File: src/rtl/sop_pkg.sv
package sop_pkg;

    localparam int SOP_WORD_W_DEF    = 16;
    localparam int SOP_SYNC_STAGES   = 2;

    // drive state of the serial data pin for one slot
    typedef struct packed {
        logic data;
        logic drive;
    } sop_pin_t;

    // pin value for a slot, given whether it carries data and its bit value
    function automatic sop_pin_t sop_slot_pin(input logic running,
                                              input logic in_data,
                                              input logic bit_val,
                                              input logic idle_low);
        sop_pin_t p;
        if (!running) begin
            p.data  = 1'b0;
            p.drive = 1'b0;
        end else if (in_data) begin
            p.data  = bit_val;
            p.drive = 1'b1;
        end else begin
            p.data  = 1'b0;
            p.drive = idle_low;
        end
        return p;
    endfunction

endpackage

File: src/rtl/sop_edge_front.sv
module sop_edge_front #(
    parameter int SYNC_STAGES = sop_pkg::SOP_SYNC_STAGES
) (
    input  logic clk,
    input  logic rst_n,
    input  logic slave_mode,
    input  logic tm_bclk,
    input  logic tm_sync,
    input  logic ext_bclk,
    input  logic ext_sync,
    output logic bclk_rise,
    output logic sync_level,
    output logic bclk_pad,
    output logic sync_pad,
    output logic clk_drive
);

    localparam int TOP = SYNC_STAGES - 1;

    typedef struct packed {
        logic [SYNC_STAGES-1:0] bck_sh;
        logic [SYNC_STAGES-1:0] syn_sh;
        logic                   bck_prev;
        logic                   bclk_pad;
        logic                   sync_pad;
        logic                   clk_drive;
    } front_t;

    front_t st_d, st_q;
    logic   cur_bclk, cur_sync;

    always_comb begin
        st_d        = st_q;
        st_d.bck_sh = {st_q.bck_sh[TOP-1:0], ext_bclk};
        st_d.syn_sh = {st_q.syn_sh[TOP-1:0], ext_sync};

        cur_bclk = slave_mode ? st_q.bck_sh[TOP] : tm_bclk;
        cur_sync = slave_mode ? st_q.syn_sh[TOP] : tm_sync;

        st_d.bck_prev  = cur_bclk;
        st_d.bclk_pad  = ~slave_mode & tm_bclk;
        st_d.sync_pad  = ~slave_mode & tm_sync;
        st_d.clk_drive = ~slave_mode;

        bclk_rise  = cur_bclk & ~st_q.bck_prev;
        sync_level = cur_sync;
    end

    always_ff @(posedge clk or negedge rst_n) begin
        if (!rst_n) st_q <= '0;
        else        st_q <= st_d;
    end

    assign bclk_pad  = st_q.bclk_pad;
    assign sync_pad  = st_q.sync_pad;
    assign clk_drive = st_q.clk_drive;

    AST_SLAVE_NO_CLK_DRIVE: assert property (@(posedge clk) disable iff (!rst_n)
        $past(slave_mode) |-> !clk_drive && !bclk_pad && !sync_pad);

    AST_SLAVE_RISE_RESAMPLED: assert property (@(posedge clk) disable iff (!rst_n)
        slave_mode && $past(slave_mode) && $past(slave_mode, 2) && bclk_rise
        |-> $past(ext_bclk, 2));

endmodule

File: src/rtl/sop_slot_ctr.sv
module sop_slot_ctr #(
    parameter  int FRAME_SLOTS = 64,
    localparam int SLOT_W      = $clog2(FRAME_SLOTS)
) (
    input  logic              clk,
    input  logic              rst_n,
    input  logic              adv,
    input  logic              sync_level,
    input  logic              sync_coin,
    output logic [SLOT_W-1:0] slot_nx,
    output logic              run_nx,
    output logic              run_cur,
    output logic              frame_load
);

    localparam logic [SLOT_W-1:0] LAST = SLOT_W'(FRAME_SLOTS - 1);

    typedef struct packed {
        logic [SLOT_W-1:0] slot;
        logic              sprev;
        logic              armed;
        logic              run;
    } ctr_t;

    ctr_t st_d, st_q;
    logic sync_rise;

    always_comb begin
        st_d      = st_q;
        sync_rise = adv & sync_level & ~st_q.sprev;
        if (adv) begin
            st_d.sprev = sync_level;
            if (sync_rise) begin
                st_d.slot  = sync_coin ? '0 : LAST;
                st_d.armed = 1'b1;
            end else if (st_q.slot == LAST) begin
                st_d.slot = '0;
            end else begin
                st_d.slot = st_q.slot + 1'b1;
            end
            if (st_d.armed && st_d.slot == '0) st_d.run = 1'b1;
        end
        frame_load = adv & st_d.run & (st_d.slot == '0);
        slot_nx    = st_d.slot;
        run_nx     = st_d.run;
    end

    always_ff @(posedge clk or negedge rst_n) begin
        if (!rst_n) st_q <= '0;
        else        st_q <= st_d;
    end

    assign run_cur = st_q.run;

    AST_SLOT_HOLD: assert property (@(posedge clk) disable iff (!rst_n)
        !adv |=> $stable(st_q.slot));

    AST_SLOT_STEP: assert property (@(posedge clk) disable iff (!rst_n)
        adv && !(sync_level && !st_q.sprev) && st_q.slot != LAST
        |=> st_q.slot == $past(st_q.slot) + 1'b1);

    AST_RESYNC_TARGET: assert property (@(posedge clk) disable iff (!rst_n)
        adv && sync_level && !st_q.sprev
        |=> st_q.slot == ($past(sync_coin) ? '0 : LAST));

    AST_RUN_STICKY: assert property (@(posedge clk) disable iff (!rst_n)
        run_cur |=> run_cur);

endmodule

File: src/rtl/sop_serialiser.sv
module sop_serialiser #(
    parameter  int WORD_W     = sop_pkg::SOP_WORD_W_DEF,
    parameter  int HALF_SLOTS = 2 * WORD_W,
    localparam int SLOT_W     = $clog2(2 * HALF_SLOTS),
    localparam int POS_W      = SLOT_W - 1,
    localparam int IDX_W      = $clog2(WORD_W)
) (
    input  logic              clk,
    input  logic              rst_n,
    input  logic              adv,
    input  logic [SLOT_W-1:0] slot_nx,
    input  logic              run_nx,
    input  logic              run_cur,
    input  logic              frame_load,
    input  logic              right_just,
    input  logic              idle_low,
    input  logic [WORD_W-1:0] word_l,
    input  logic [WORD_W-1:0] word_r,
    output logic              sdo,
    output logic              sdo_oe
);

    import sop_pkg::*;

    typedef struct packed {
        logic [WORD_W-1:0] shl;
        logic [WORD_W-1:0] shr;
        logic              sdo;
        logic              oe;
    } ser_t;

    ser_t              st_d, st_q;
    logic              in_right;
    logic [POS_W-1:0]  pos;
    logic [POS_W-1:0]  idx_full;
    logic [IDX_W-1:0]  idx;
    logic              in_data;
    logic              bit_val;
    logic [WORD_W-1:0] src_l, src_r;
    sop_pin_t          pin;

    always_comb begin
        st_d = st_q;
        if (frame_load) begin
            st_d.shl = word_l;
            st_d.shr = word_r;
        end
        src_l = st_d.shl;
        src_r = st_d.shr;

        in_right = slot_nx[SLOT_W-1];
        pos      = slot_nx[POS_W-1:0];
        if (right_just) begin
            in_data  = pos >= POS_W'(HALF_SLOTS - WORD_W);
            idx_full = POS_W'(HALF_SLOTS - 1) - pos;
        end else begin
            in_data  = pos < POS_W'(WORD_W);
            idx_full = POS_W'(WORD_W - 1) - pos;
        end
        idx     = idx_full[IDX_W-1:0];
        bit_val = in_right ? src_r[idx] : src_l[idx];
        pin     = sop_slot_pin(run_nx, in_data, bit_val, idle_low);

        if (adv) begin
            st_d.sdo = pin.data;
            st_d.oe  = pin.drive;
        end
    end

    always_ff @(posedge clk or negedge rst_n) begin
        if (!rst_n) st_q <= '0;
        else        st_q <= st_d;
    end

    assign sdo    = st_q.sdo;
    assign sdo_oe = st_q.oe;

    AST_OUT_ON_BIT_EDGE: assert property (@(posedge clk) disable iff (!rst_n)
        !adv |=> $stable(st_q.sdo) && $stable(st_q.oe));

    AST_SHADOW_HOLD: assert property (@(posedge clk) disable iff (!rst_n)
        !frame_load |=> $stable(st_q.shl) && $stable(st_q.shr));

    AST_QUIET_UNTIL_RUN: assert property (@(posedge clk) disable iff (!rst_n)
        !run_cur |-> !st_q.oe && !st_q.sdo);

    AST_IDLE_DATA_LOW: assert property (@(posedge clk) disable iff (!rst_n)
        st_q.oe && !st_q.sdo && $past(adv) && $past(!idle_low) |-> $past(in_data));

endmodule

File: src/rtl/stereo_ser_port.sv
module stereo_ser_port #(
    parameter  int WORD_W      = sop_pkg::SOP_WORD_W_DEF,
    parameter  int SYNC_STAGES = sop_pkg::SOP_SYNC_STAGES,
    localparam int HALF_SLOTS  = 2 * WORD_W,
    localparam int FRAME_SLOTS = 2 * HALF_SLOTS,
    localparam int SLOT_W      = $clog2(FRAME_SLOTS)
) (
    input  logic              clk,
    input  logic              rst_n,
    input  logic              cfg_sync_coin,
    input  logic              cfg_slave,
    input  logic              cfg_right_just,
    input  logic              cfg_idle_low,
    input  logic              tm_bclk,
    input  logic              tm_sync,
    input  logic              ext_bclk,
    input  logic              ext_sync,
    input  logic [WORD_W-1:0] word_left,
    input  logic [WORD_W-1:0] word_right,
    output logic              bclk_out,
    output logic              sync_out,
    output logic              clk_oe,
    output logic              sdo,
    output logic              sdo_oe
);

    logic              bclk_rise;
    logic              sync_level;
    logic [SLOT_W-1:0] slot_nx;
    logic              run_nx;
    logic              run_cur;
    logic              frame_load;

    sop_edge_front #(
        .SYNC_STAGES (SYNC_STAGES)
    ) u_front (
        .clk        (clk),
        .rst_n      (rst_n),
        .slave_mode (cfg_slave),
        .tm_bclk    (tm_bclk),
        .tm_sync    (tm_sync),
        .ext_bclk   (ext_bclk),
        .ext_sync   (ext_sync),
        .bclk_rise  (bclk_rise),
        .sync_level (sync_level),
        .bclk_pad   (bclk_out),
        .sync_pad   (sync_out),
        .clk_drive  (clk_oe)
    );

    sop_slot_ctr #(
        .FRAME_SLOTS (FRAME_SLOTS)
    ) u_ctr (
        .clk        (clk),
        .rst_n      (rst_n),
        .adv        (bclk_rise),
        .sync_level (sync_level),
        .sync_coin  (cfg_sync_coin),
        .slot_nx    (slot_nx),
        .run_nx     (run_nx),
        .run_cur    (run_cur),
        .frame_load (frame_load)
    );

    sop_serialiser #(
        .WORD_W     (WORD_W),
        .HALF_SLOTS (HALF_SLOTS)
    ) u_ser (
        .clk        (clk),
        .rst_n      (rst_n),
        .adv        (bclk_rise),
        .slot_nx    (slot_nx),
        .run_nx     (run_nx),
        .run_cur    (run_cur),
        .frame_load (frame_load),
        .right_just (cfg_right_just),
        .idle_low   (cfg_idle_low),
        .word_l     (word_left),
        .word_r     (word_right),
        .sdo        (sdo),
        .sdo_oe     (sdo_oe)
    );

endmodule

File: config.mk
export PLATFORM = sky130hd
export DESIGN_NAME = stereo_ser_port
export DESIGN_NICKNAME = d
export VERILOG_FILES = /design/src/rtl/sop_pkg.sv /design/src/rtl/sop_edge_front.sv /design/src/rtl/sop_slot_ctr.sv /design/src/rtl/sop_serialiser.sv /design/src/rtl/stereo_ser_port.sv
export SDC_FILE = /design/constraint.sdc
export NUM_CORES = 1
export LEC_CHECK = 0
export ABC_AREA = 1
export CORE_MARGIN = 2
export CORE_UTILIZATION = 50
export CTS_CLUSTER_DIAMETER = 40
export CTS_CLUSTER_SIZE = 12
export DETAILED_ROUTE_END_ITERATION = 16
export GPL_TIMING_DRIVEN = 0
export PLACE_DENSITY = 0.83
export SKIP_LAST_GASP = 1
export SLEW_MARGIN = 20
export SYNTH_ARGS = -nofsm -noshare
export SYNTH_HDL_FRONTEND = slang
export SYNTH_SLANG_ARGS = --single-unit
File: constraint.sdc
create_clock -name clk -period 3.04 [get_ports clk]
set_input_delay 0.304 -clock clk [delete_from_list [all_inputs] [get_ports clk]]
set_output_delay 0.304 -clock clk [all_outputs]
set_load 0.01 [all_outputs]
# --- Word level (Yosys, flattened, before mapping) ---
# Index checks and enable logic that the tools add are counted.
# Widths: inputs -> output; s select.
word_totals:
  output_inout_bits: 5
  register_bits: 51
classes:
  n_lt_le_gt_ge: 3
  muxes: 20
  bitwise_logic: 10
  n_reduce_logical: 3
  add_sub_neg: 3
  eq_ne: 1
ops:
  columns: ["operator", "n"]
  rows:
  - ["$mux 32", 1]
  - ["$mux 6", 4]
  - ["$logic_not 6->1", 2]
  - ["$mux 1", 9]
  - ["$mux 9", 1]
  - ["$bmux 1 s4", 2]
  - ["$sub 4x4->4 const A", 2]
  - ["$and 1x1->1", 7]
  - ["$add 6x1->6 const B", 1]
  - ["$eq 6x6->1 const B", 1]
  - ["$ge 5x5->1 const B", 1]
  - ["$lt 4x5->1 const B", 1]
  - ["$lt 5x5->1 const B", 1]
  - ["$mux 2", 2]
  - ["$mux 4", 1]
  - ["$not 1->1", 3]
  - ["$logic_and 1x1->1", 1]

# --- Longest topological paths before layout ---
logic_depth:
  depth_word: 18
  ltp_mapped: 23

# --- Cells and area by module ---
# From an unflattened synthesis, not the netlist that was laid out.
unflattened:
  hier_cells: 328
  area_unflattened_um2: 2572.5
modules_own_cells:
  columns: ["mod", "instances", "area_each_um2", "cells_per_inst"]
  rows:
  - ["sop_serialiser", 1, 1721.7, 217]
  - ["sop_slot_ctr", 1, 601.8, 93]
  - ["sop_edge_front", 1, 249.0, 18]

# --- Worst setup path before layout ---
# No wires, ideal clock.
synth_path:
  path_type: "reg2reg"
  startpoint: "register u_ctr.st_q[3] in the netlist's numbering"
  endpoint: "register u_ser.st_q (netlist bit u_ser.sdo)"
  setup_slack_ns: 0.623
  period_less_slack_ns: 2.417
  arrival_time_ns: 2.301
  n_path_buf: 2
  path_stages_with_launch: 22
  path_cell_list: "dfrtp_1 > ha_1 > nand3_1 > nand2_1 > o21ai_0 > inv_1 > nand2_1 > nand2_1 > nand2_1 > nand2_1 > nor3_4 > buf_4 > buf_4 > nand3b_1 > nand3_1 > nand3_1 > nand2_1 > nand3_1 > nand2_1 > nand2_1 > nand2_1 > nand2_1"
synth_between:
  elab_chain_len: 16
synth_rtl:
  columns: ["item", "line", "text"]
  rows:
  - ["from (decl)", "sop_slot_ctr.sv:25", "ctr_t st_d, st_q;"]
  - ["from (signal assigned)", "sop_slot_ctr.sv:50", "else st_q <= st_d;"]
  - ["$add 6x1->6 / $eq 6x6->1 (equally long branches)", "sop_slot_ctr.sv:39, sop_slot_ctr.sv:36", null]
  - ["$mux 6", "sop_slot_ctr.sv:36", "end else if (st_q.slot == LAST) begin"]
  - ["$mux 6", "sop_slot_ctr.sv:33", "if (sync_rise) begin"]
  - ["$mux 6", "sop_slot_ctr.sv:31", "if (adv) begin"]
  - ["$logic_not 6->1", "sop_slot_ctr.sv:41", "if (st_d.armed && st_d.slot == '0) st_d.run = 1'b1;"]
  - ["$logic_and 1x1->1", "sop_slot_ctr.sv:41", null]
  - ["$mux 1", "sop_slot_ctr.sv:41", null]
  - ["$mux 9 *", "sop_slot_ctr.sv:31", null]
  - ["$and 1x1->1 (2 in a row)", "sop_slot_ctr.sv:43", "frame_load = adv & st_d.run & (st_d.slot == '0);"]
  - ["$mux 32", "sop_serialiser.sv:44", "if (frame_load) begin"]
  - ["$bmux 1 s4", "sop_serialiser.sv:61", "bit_val = in_right ? src_r[idx] : src_l[idx];"]
  - ["$mux 1 (implied by the code)", "sop_serialiser.sv:61", null]
  - ["$mux 1", "sop_serialiser.sv:61", null]
  - ["$mux 2", "sop_pkg.sv:21", "end else if (in_data) begin"]
  - ["$mux 2 *", "sop_pkg.sv:18", "if (!running) begin"]
  - ["to (signal assigned)", "sop_serialiser.sv:72", "else st_q <= st_d;"]
  - ["to (decl)", "sop_serialiser.sv:32", "ser_t st_d, st_q;"]
# Every way passes the cells marked *; elsewhere a longest branch is shown, timed or not. The select of a mux whose other input is x is not followed.
# A chain may end at the register's enable or synchronous reset.

# --- Worst setup path in the final report ---
# Same ends and word-level chain as after synthesis.

==> results.toml <==
[power]
p_seq_frac = 0.356
p_switching_mw = 0.902
swShare = 0.388
irDropWorstVdd_mv = 0.391
p_leak_nw = 1.81
power.density_nw_per_um2 = 656
finalPower_mw = 2.33
clkPwrFrac = 0.208
p_int_mw = 1.42
p_comb_frac = 0.436

[die]
io_pins = 47
fp.coreArea_um2 = 5170
placement_rows = 26
die-area_um2 = 6030
die_width_um = 77.7
die_y_um = 77.7
initial_core_util = 0.524

[drt]
first_iter_violations = 290
drc = 0
postRouteAntennaNets = 0
met3WireLength_um = 400
wl_per_cell_um = 13.7
vias = 2503
finalWirelength_mm = 6.62
wl_met2_mm = 3.23
viasPerCell = 5.18
dr.pass1.iters = 4
routed.top_layer = "met4"
wl_met1_mm = 2.89

[flow_run]
max_cap_viol_count = 0

[global_route]
antenna_found_initial = 0
grt_pass1_wl_mm = 10.4
grt.total_usage = 0.218
grt_pass1_vias = 2246
grt_overflow = 0
grt_max_degree = 34

[worst_setup_path]
crit_type = "reg -> reg"
endpoint_kind = "flop"
worstPathArrival_ps = 3090
path_max_fanout = 10
required_ps = 3280
cp-start-kind = "flop"

[logic_synthesis]
ys_types = 27
yosysSeqAreaShare = 0.470
syn_inst = 349
synth_top_area_share = 0.470
yosysTopAreaCell = "dfrtp_1"
ys_seq_elements = 51
yosys_warnings = 0
netlist_top_cells_area = "dfrtp_1, nand2_1, nand3_1, inv_1, nor2_1"
syn_area_um2 = 2710
synth_fp_nets = 392
avgSynthCellArea_um2 = 7.77

[placement]
place_inst = 466
portBuffers = 46
hpwl_mm = 4.71
dpl_cell_area_um2 = 3280
place_worst_setup_slack_ps = -178
gp_congestion = 0.877

[clocking]
clk_path_buf_depth = 2
clock-sinks = 51
clkTransAtPathRegs_ps = 90
insertion_delay_ps = 300
htreeDepth = 2
cts_tree = "built"
clock-root-buffer = "clkbuf_8"
cts_buffers = 5

[layout]
n_antenna_cell = 0
drive_gt1_frac = 0.131
final_cell_mix = "nand2_1, nand3_1, dfrtp_1"
final_util = 0.686
final_common_cell = "nand2_1"
synthToLayoutAreaGrowth_pct = 30.8
stdcell_count = 483
fin_nets = 455
final_cell_area_um2 = 3550

[outcome]
status = "completed"

[sta]
hold_ws_ps = 276
slew_headroom = 0.660
min_period_ps = 2850
fin_ws_ps = 194
fin_crit_sh = 0.936
worstMarginPinSlew_ps = 508
final_max_slew_viol_count = 0
max_freq_mhz = 351
finalSetupTns_ps = 0
skew_ps = 5.29
finalHoldViolations = 0
finalSetupViolCount = 0

[hold_path]
min_path_type = "in -> reg"
what timing repair did:
item                                    in CTS  in global routing
gates resized for setup                      0                 21
endpoints found under the hold margin       18                  0
hold buffers                                 1                  0
endpoints found under the setup margin       0                  1
buffers inserted                             0                  8
area by class of cell:
type	count	area, µm²
fillers	424	1630
multi-input cells	250	1280
flip-flops and latches	51	1280
repair buffers	56	561
inverters	39	146
well taps	70	87.6
clock buffers	6	82.6
plain buffers	9	73.8
clock inverters	2	35.0
layer usage:
metal | up-vias | GRT usage
li1 | 1232 | -
met1 | 1167 | 0.310
met2 | 91 | 0.342
met3 | 13 | 0.0395
met4 | 0 | 0.0661
met5 | - | 0
power groups by stage:
stage          sequential (mW)  combinational [mW]  clock (mW)
5_1_grt                  0.839                1.13       0.512
2_1_floorplan            0.827               0.651           0
4_1_cts                  0.823               0.924       0.491
3_5_place_dp             0.837               0.908           0
6_report                 0.827                1.01       0.484
3_3_place_gp             0.834               0.884           0
registers in the layout, summed over array words and instances, names as in the netlist, 2 cells and up:
register,count
u_ctr.st_q,8
u_ser.st_q,32
u_front.st_q,3
u_front.st_d,2
cells by family (layout without fill, tap and decap cells):
| group | count (synthesis) | in the layout | synth area share |
|---|---|---|---|
| AO/OA/AOI/OAI | 12 | 12 | 0.0374 |
| AND/OR/NAND/NOR | 235 | 235 | 0.406 |
| flip-flops | 51 | 51 | 0.470 |
| XOR/XNOR | 2 | 2 | 0.00646 |
| buffers and inverters | 48 | 112 | 0.0752 |
| adder cells (fa/ha/maj) | 1 | 1 | 0.00461 |
synthesized netlist by cell type, drive strengths merged:
cell type	n
a31oi	1
xnor2	1
xor2	1
and2	11
a221o	1
nand2	119
o211ai	2
dfrtp	51
nor2	32
o21ai	6
or2	2
nand3	53
ha	1
nand4	6
nor3	1
inv	39
a21oi	2
buf	9
nand3b	11
path summary, 6_finish.rpt:
| path | cells after the start | slack, ps | to | start |
|---|---|---|---|---|
| hold reg to reg | 0 | 360 | u_front.st_q[5] | u_front.st_d[5] |
| setup / recovery | 20 | 190 | u_ser.sdo | u_ctr.st_q[3] |
| max in group asynchronous | 3 | 2040 | u_ctr.st_q[3] | rst_n |
| min in group asynchronous | 2 | 470 | u_front.st_d[5] | rst_n |
| setup reg to reg | 20 | 190 | u_ser.sdo | u_ctr.st_q[3] |
| hold / removal | 2 | 280 | u_front.clk_drive | cfg_slave |
critical path, stage by stage (launching register included):
cell	delay, ps
dfrtp_2	440
ha_2	220
nand2_1	70
nor2_1	130
nor2_1	60
nand2_1	50
nand2_1	60
nand2_1	70
nand2_1	80
nand2_1	90
nand2_1	100
nor3_4	290
nand3_4	180
buf_2	220
o211ai_1	190
nand3_1	90
nor2_1	140
nor2_1	70
nor2_1	100
nand2_1	60
nand2_1	60
(Power assumes the default switching activity.)
